## src/rtl/spi_qstat_irq.sv

```systemverilog
module spi_qstat_irq #(
  parameter int DEPTH = 16,
  parameter int LW    = $clog2(DEPTH + 1),
  parameter int DW    = 8
) (
  input  logic          clk,
  input  logic          rst_n,
  input  logic [LW-1:0] tx_level,
  input  logic [LW-1:0] rx_level,
  input  logic          busy,
  input  logic          rx_overflow,
  input  logic          tx_underflow,
  input  logic          wr_en,
  input  logic [2:0]    wr_addr,
  input  logic [DW-1:0] wr_data,
  input  logic [2:0]    rd_addr,
  output logic [DW-1:0] rd_data,
  output logic          irq
);

  localparam logic [LW-1:0] FULL_LVL = LW'(DEPTH);
  localparam logic [LW-1:0] WM_RST   = LW'(DEPTH / 2);
  localparam logic [7:0]    COND_RST = 8'h24;

  logic [LW-1:0] tx_wm, rx_wm;
  logic [7:0]    ien, ist, cond, cond_q, set_mask, clr_mask;
  logic          err_q;

  assign cond = {rx_level == FULL_LVL, rx_level >= rx_wm, rx_level == '0,
                 tx_level == FULL_LVL, tx_level >= tx_wm, tx_level == '0,
                 err_q, busy};

  assign set_mask = cond & ~cond_q;
  assign clr_mask = (wr_en && wr_addr == 3'd3) ? wr_data[7:0] : 8'h00;
  assign irq      = |(ist & ien);

  always_ff @(posedge clk or negedge rst_n) begin
    if (!rst_n) begin
      tx_wm  <= WM_RST;
      rx_wm  <= WM_RST;
      ien    <= '0;
      ist    <= '0;
      cond_q <= COND_RST;
      err_q  <= 1'b0;
    end else begin
      cond_q <= cond;
      ist    <= (ist & ~clr_mask) | set_mask;
      if (rx_overflow || tx_underflow) err_q <= 1'b1;
      else if (clr_mask[1])            err_q <= 1'b0;
      if (wr_en) begin
        case (wr_addr)
          3'd1:    ien   <= wr_data[7:0];
          3'd4:    tx_wm <= wr_data[LW-1:0];
          3'd5:    rx_wm <= wr_data[LW-1:0];
          default: ;
        endcase
      end
    end
  end

  always_comb begin
    case (rd_addr)
      3'd0:    rd_data = DW'(cond);
      3'd1:    rd_data = DW'(ien);
      3'd2:    rd_data = DW'(ist);
      3'd4:    rd_data = DW'(tx_wm);
      3'd5:    rd_data = DW'(rx_wm);
      3'd6:    rd_data = DW'(tx_level);
      3'd7:    rd_data = DW'(rx_level);
      default: rd_data = '0;
    endcase
  end

  p_full_not_empty_r1: assert property (@(posedge clk) disable iff (!rst_n)
    !(cond[4] && cond[2]) && !(cond[7] && cond[5]));

  p_error_holds_r4: assert property (@(posedge clk) disable iff (!rst_n)
    (err_q && !clr_mask[1]) |=> err_q);

  p_sticky_r5: assert property (@(posedge clk) disable iff (!rst_n)
    1'b1 |=> (($past(ist) & ~$past(clr_mask)) & ~ist) == 8'h00);

  p_irq_needs_enable_r6: assert property (@(posedge clk) disable iff (!rst_n)
    irq |-> (ien != 8'h00 && ist != 8'h00));

  p_event_wins_r8: assert property (@(posedge clk) disable iff (!rst_n)
    (set_mask != 8'h00) |=> ((ist & $past(set_mask)) == $past(set_mask)));

endmodule

```

## config.mk

```make
export PLATFORM = sky130hd
export DESIGN_NAME = spi_qstat_irq
export DESIGN_NICKNAME = d
export VERILOG_FILES = /design/src/rtl/spi_qstat_irq.sv
export SDC_FILE = /design/constraint.sdc
export NUM_CORES = 1
export LEC_CHECK = 0
export BUFFER_PORTS_ARGS = -buffer_cell sky130_fd_sc_hd__buf_2
export CAP_MARGIN = 5
export CORE_UTILIZATION = 47
export CTS_CLUSTER_SIZE = 28
export DETAILED_ROUTE_END_ITERATION = 7
export PLACE_DENSITY = 0.72
export SLEW_MARGIN = 20
export SYNTH_ARGS = -nofsm -noshare
export SYNTH_HDL_FRONTEND = slang
export SYNTH_SLANG_ARGS = --single-unit
export TNS_END_PERCENT = 20
```

## constraint.sdc

```tcl
create_clock -name clk -period 1.9 [get_ports clk]
set_clock_uncertainty 0.2 [all_clocks]
set_input_delay 0.19 -clock clk [delete_from_list [all_inputs] [get_ports clk]]
set_output_delay 0.19 -clock clk [all_outputs]
set_load 0.02 [all_outputs]
```

## Yosys cells after proc, flatten, opt, wreduce, memory -nomap -nowiden

Index checks and enable logic that the tools add are counted.

| storage, ports and cells | value |
|---|---|
| register bits after elaboration | 35 |
| logic and storage cells | 40 |
| input port bits | 30 |

| operators by class | value |
|---|---|
| mux-type cells | 4 |
| reductions and logical operators | 10 |
| magnitude comparators | 2 |
| equal/unequal tests | 12 |
| bitwise gates (word level) | 6 |

Operator list:

| cell | count |
|---|---|
| one-hot mux 8 bit (7 select lines) | 1 |
| bitwise AND 8 bit | 3 |
| equality test 3 bit, second input constant | 6 |
| inverter 8 bit | 2 |
| equality test 5 bit, second input constant | 2 |
| greater-or-equal comparator 5 bit | 2 |
| logical NOT 5 bit | 2 |
| two-way mux 8 bit | 1 |
| OR 8 bit | 1 |
| OR reduction 8 bit | 1 |
| equality test 3 x 1 -> 1 bit, second input constant | 2 |
| equality test 3 x 2 -> 1 bit, second input constant | 2 |
| AND reduction 2 bit | 3 |
| logical NOT 3 bit | 1 |
| two-way mux 1 bit | 2 |
| nonzero test 2 bit | 1 |
| logical AND 1 bit | 1 |
| logical OR 1 bit | 1 |

## Longest topological paths before layout

| logic depth | value |
|---|---|
| depth after elaboration | 6 |
| gate-level depth with buffers | 6 |
| gate-level depth less buffers | 6 |

## Worst setup path after synthesis

OpenSTA, ideal clock, no wires.

| path | value |
|---|---|
| path kind | reg-to-output |
| from | register rx_wm[3] |
| to | output rd_data[6] |
| slack | -48 ps |
| arrival time | 1,558 ps |
| path buffers | 0 |
| cell stages (with the launch flop) | 7 |
| cell sequence | dfstp_2 inv_1 ha_1 a211oi_1 o21ai_0 a2111oi_0 nor3_1 |

| between the ends | value |
|---|---|
| longest elaborated chain between the ends | 2 |

RTL lines:

| item | line | RTL |
|---|---|---|
| from (decl) | 25 | `logic [LW-1:0] tx_wm, rx_wm;` |
| from (signal assigned) | 54 | `3'd5: rx_wm <= wr_data[LW-1:0];` |
| greater-or-equal comparator 5 bit | 29 | `assign cond = {rx_level == FULL_LVL, rx_level >= rx_wm, rx_level == '0,` |
| one-hot mux 8 bit (7 select lines) | 62 | `case (rd_addr)` |
| to (decl) | 17 | `output logic [DW-1:0] rd_data,` |

No other way between the ends.

## Worst setup path in the final report

| path | value |
|---|---|
| from | register rx_wm[2] |
| to | output rd_data[6] |

Same word-level chain as after synthesis.

==> results by group <==
Status
  • Run status: finished, violations left
  • Violations in the final reports: setup timing

Synthesis
  • Number of register bits inferred by synthesis: 35
  • Post-synthesis instance area: around 0.002 mm²
  • Yosys warning total: 0
  • Proportion of synthesized chip area in sequential cells: 43.0%
  • Largest area contributor in the netlist: sky130_fd_sc_hd__dfrtp_1
  • Async set-or-reset flop fraction in the synthesized netlist: between 90% and 100%
  • Most repeated cell in the gate-level netlist after synthesis: sky130_fd_sc_hd__dfrtp_1
  • Post-Synthesis Mean Instance Area: 10.7 µm²
  • Synth top area cells: sky130_fd_sc_hd__dfrtp_1 38%, sky130_fd_sc_hd__mux2_2 8.3%, sky130_fd_sc_hd__ha_1 6.1%
  • Top cell type's share of synthesized area: 37.9%
  • Post-synth net total: roughly 230
  • Leading post-synthesis cells by instance count: 31 x sky130_fd_sc_hd__dfrtp_1, 18 x sky130_fd_sc_hd__inv_1, 16 x sky130_fd_sc_hd__nand2_1
  • Cells after synthesis: approximately 190
  • Cell variety after synth: 44
  • Count of flip-flops with a built-in enable after synthesis: 0
  • Most used flip-flop cell after synthesis: sky130_fd_sc_hd__dfrtp_1

Timing
  • Least-Margin Pin Slew: between 0.3 and 0.4 ns
  • Setup repair after global routing missed its margin: yes
  • Final setup violation count: 3
  • Max_slew headroom: between 70% and 80%
  • Post-route fraction of the period consumed by the critical path: 123%
  • Setup ws final: -0.435 ns
  • Final min period: 2.33 ns
  • Final hold violation count: 0
  • Pins over their slew limit: 0
  • F_max: roughly 0.43 GHz

Min path
  • Hold Path Class: in -> reg
  • Hold-critical path depth: 2

Global routing
  • Via count of the first global-routing pass: 1687
  • Global route overflow: 0
  • Initial antenna violation count: 0
  • GRT Total Usage: 25.0%
  • Wire length of the first global-routing pass: 8190 µm
  • Pin count of the biggest net entering global routing: 36

Critical path
  • Critical path data required time: between 1.5 and 2 ns
  • Critical Setup Path Class: reg -> out
  • Signal arrival time at the worst endpoint: around 1.9 ns
  • Buffer and inverter count on the worst path: 2
  • Endpoint kind of the worst setup timing path: output pin
  • Total stage count of the critical path: 7
  • Slowest cell on the critical path: sky130_fd_sc_hd__a2111oi_4
  • Number of cells on the worst reg-to-reg path: 6
  • Crit-path cells: inv_1 -> ha_1 -> a211oi_2 -> o21ai_2 -> a2111oi_4 -> nor3_2 -> buf_4
  • Crit-path leading delay family: compound AO/OA/AOI/OAI gates
  • Max Fanout on Critical Path: 2
  • Crit start category: flop
  • Peak per-stage delay on the critical path: approximately 0.4 ns

Flow run
  • Maximum capacitance violations: 0

Clock network
  • Worst-Skew Late Latency: about 0.29 ns
  • Deepest level of the CTS H-tree: 2
  • Root Buffer: sky130_fd_sc_hd__clkbuf_8
  • Number of buffers on the longest clock path: 2
  • CTS tree: built
  • CTS clk-pin slew, worst paths: roughly 0.070 ns
  • Count of clock tree sinks: 35
  • Clock buffer count from CTS: 5

Power and ir drop
  • IR Drop Worst-Case VDD: around 0.4 mV
  • Leakage power of the design: approximately 1.2 nW
  • Power per standard cell area: 845 mW/mm²

Cells and area
  • Synth-to-layout area growth: 30.1%
  • Number of antenna diodes: 0
  • Fraction of layout cells with a size suffix above 1: between 30% and 40%
  • Core utilization of the finished layout: about two thirds
  • Total Nets Final: roughly 290
  • Fill cells: between 300 and 400

Die
  • IO Count: 39
  • Die boundary height: 68.0 µm
  • Initial Util: about half
  • Number of rows in the core area: 23
  • Area enclosed by the die boundary: approximately 0.0046 mm²
  • Core area: approximately 0.004 mm²
  • Die X-Extent: around 68 µm

Placement
  • DP HPWL: roughly 3600 µm
  • Post-Place Worst Slack: -0.209 ns
  • PortBufs: 38
  • RePlAce Congestion: 0.794

Drt
  • Average wire per standard cell: roughly 17 µm
  • Iter 0 DRT Violations: a little over 100
  • Vias: approximately 1.7k
  • Final ANT Viol Nets: 0
  • Total DRC errors in the routed layout: 0
  • Post-detailed-route via-to-cell ratio: approximately 5.6
  • WL final: between 5000 and 6000 µm
  • First-pass iteration count of the detailed router: 4
-- metrics by stage --
stage / setup TNS [ns] / instance area (µm²) / std cells / power [mW] / hold slack [ns]
4_1_cts: -0.781 / 2640 / 304 / 2.25 / 0.00913
2_1_floorplan: 0 / 2060 / 192 / 1.36 / -0.306
3_3_place_gp: -0.200 / 2370 / 283 / 1.56 / -0.0318
3_5_place_dp: -0.209 / 2370 / 283 / 1.58 / -0.0327
6_report: -0.772 / 2660 / 305 / 2.25 / 0.0211
5_1_grt: -1.11 / 2660 / 305 / 2.37 / 0.0220
-- sequential cells by signal, summed over array words and instances, names as in the netlist --
name and flops:
err_q 1, cond_q 8, rx_wm 5, ist 8, tx_wm 5, ien 8
-- final timing paths --
| path | start | end | slack (ns) |
|---|---|---|---|
| worst max-delay path | rx_wm[2] | rd_data[6] | -0.43 |
| worst min-delay path | tx_level[4] | cond_q[4] | 0.02 |
| worst max register to register | tx_wm[3] | ist[3] | 0.11 |
| worst min register to register | cond_q[7] | ist[7] | 0.23 |
| max in group asynchronous | rst_n | cond_q[5] | 1.07 |
| min in group asynchronous | rst_n | ien[6] | 0.18 |
-- repair_timing --
item                                    CTS  global route
hold buffers                             12             0
pin swaps                                 5             3
gates resized for setup                  10             3
endpoints found under the setup margin    3             6
endpoints found under the hold margin    58             0
buffers inserted                          1             1
-- cells in the final DEF (no fill, tap or decap), drive strengths merged, types with 3 or more instances in the layout --
master,instances
a21oi,6
dfstp,4
buf,52
a22o,7
mux2,15
clkbuf,8
nand2,18
mux2i,8
dlygate4sd3,12
nand3b,3
nor2b,3
dfrtp,31
ha,10
nor2,3
nand3,3
o21ai,11
a22oi,4
nand2b,8
inv,18
-- logic make-up (layout without fill, tap and decap cells) --
family	count (synthesis)	count (layout)	share of synthesized area (%)
muxes	25	25	14.4
and+or+nand+nor	51	51	15.6
AOI/OAI and AO/OA	44	44	15.3
adders and majority gates	10	10	6.11
buffers and inverters	27	90	5.56
DFF	35	35	43.0
-- report_power, final --
part | switching [mW] | internal, mW
Sequential | 0.0944 | 0.885
Combinational | 0.327 | 0.344
Clock | 0.268 | 0.331
-- routing by layer --
metal,part of all wire [%],vias up,global-route usage (%)
li1,-,811,-
met1,46,815,32.2
met2,47,61,40.4
met3,5.7,6,5.17
met4,1.3,0,10.4
met5,0,-,0
-- worst register-to-register path: stages, from the launching register on --
cell                       delay, ns
sky130_fd_sc_hd__dfstp_2        0.53
sky130_fd_sc_hd__inv_1          0.05
sky130_fd_sc_hd__ha_1           0.20
sky130_fd_sc_hd__a211oi_2       0.19
sky130_fd_sc_hd__o21ai_2        0.09
sky130_fd_sc_hd__a21o_1         0.18
sky130_fd_sc_hd__a22o_1         0.22
-- final cells by class --
type	count	area (µm²)	area share, %
inverter	18	67.6	2.54
multi-input combinational	130	1120	42.0
tap	50	62.6	2.35
clock buffer	8	100	3.76
sequential	35	881	33.1
timing repair buffer	64	433	16.3
No activity file was read; power rests on OpenSTA's default activity.
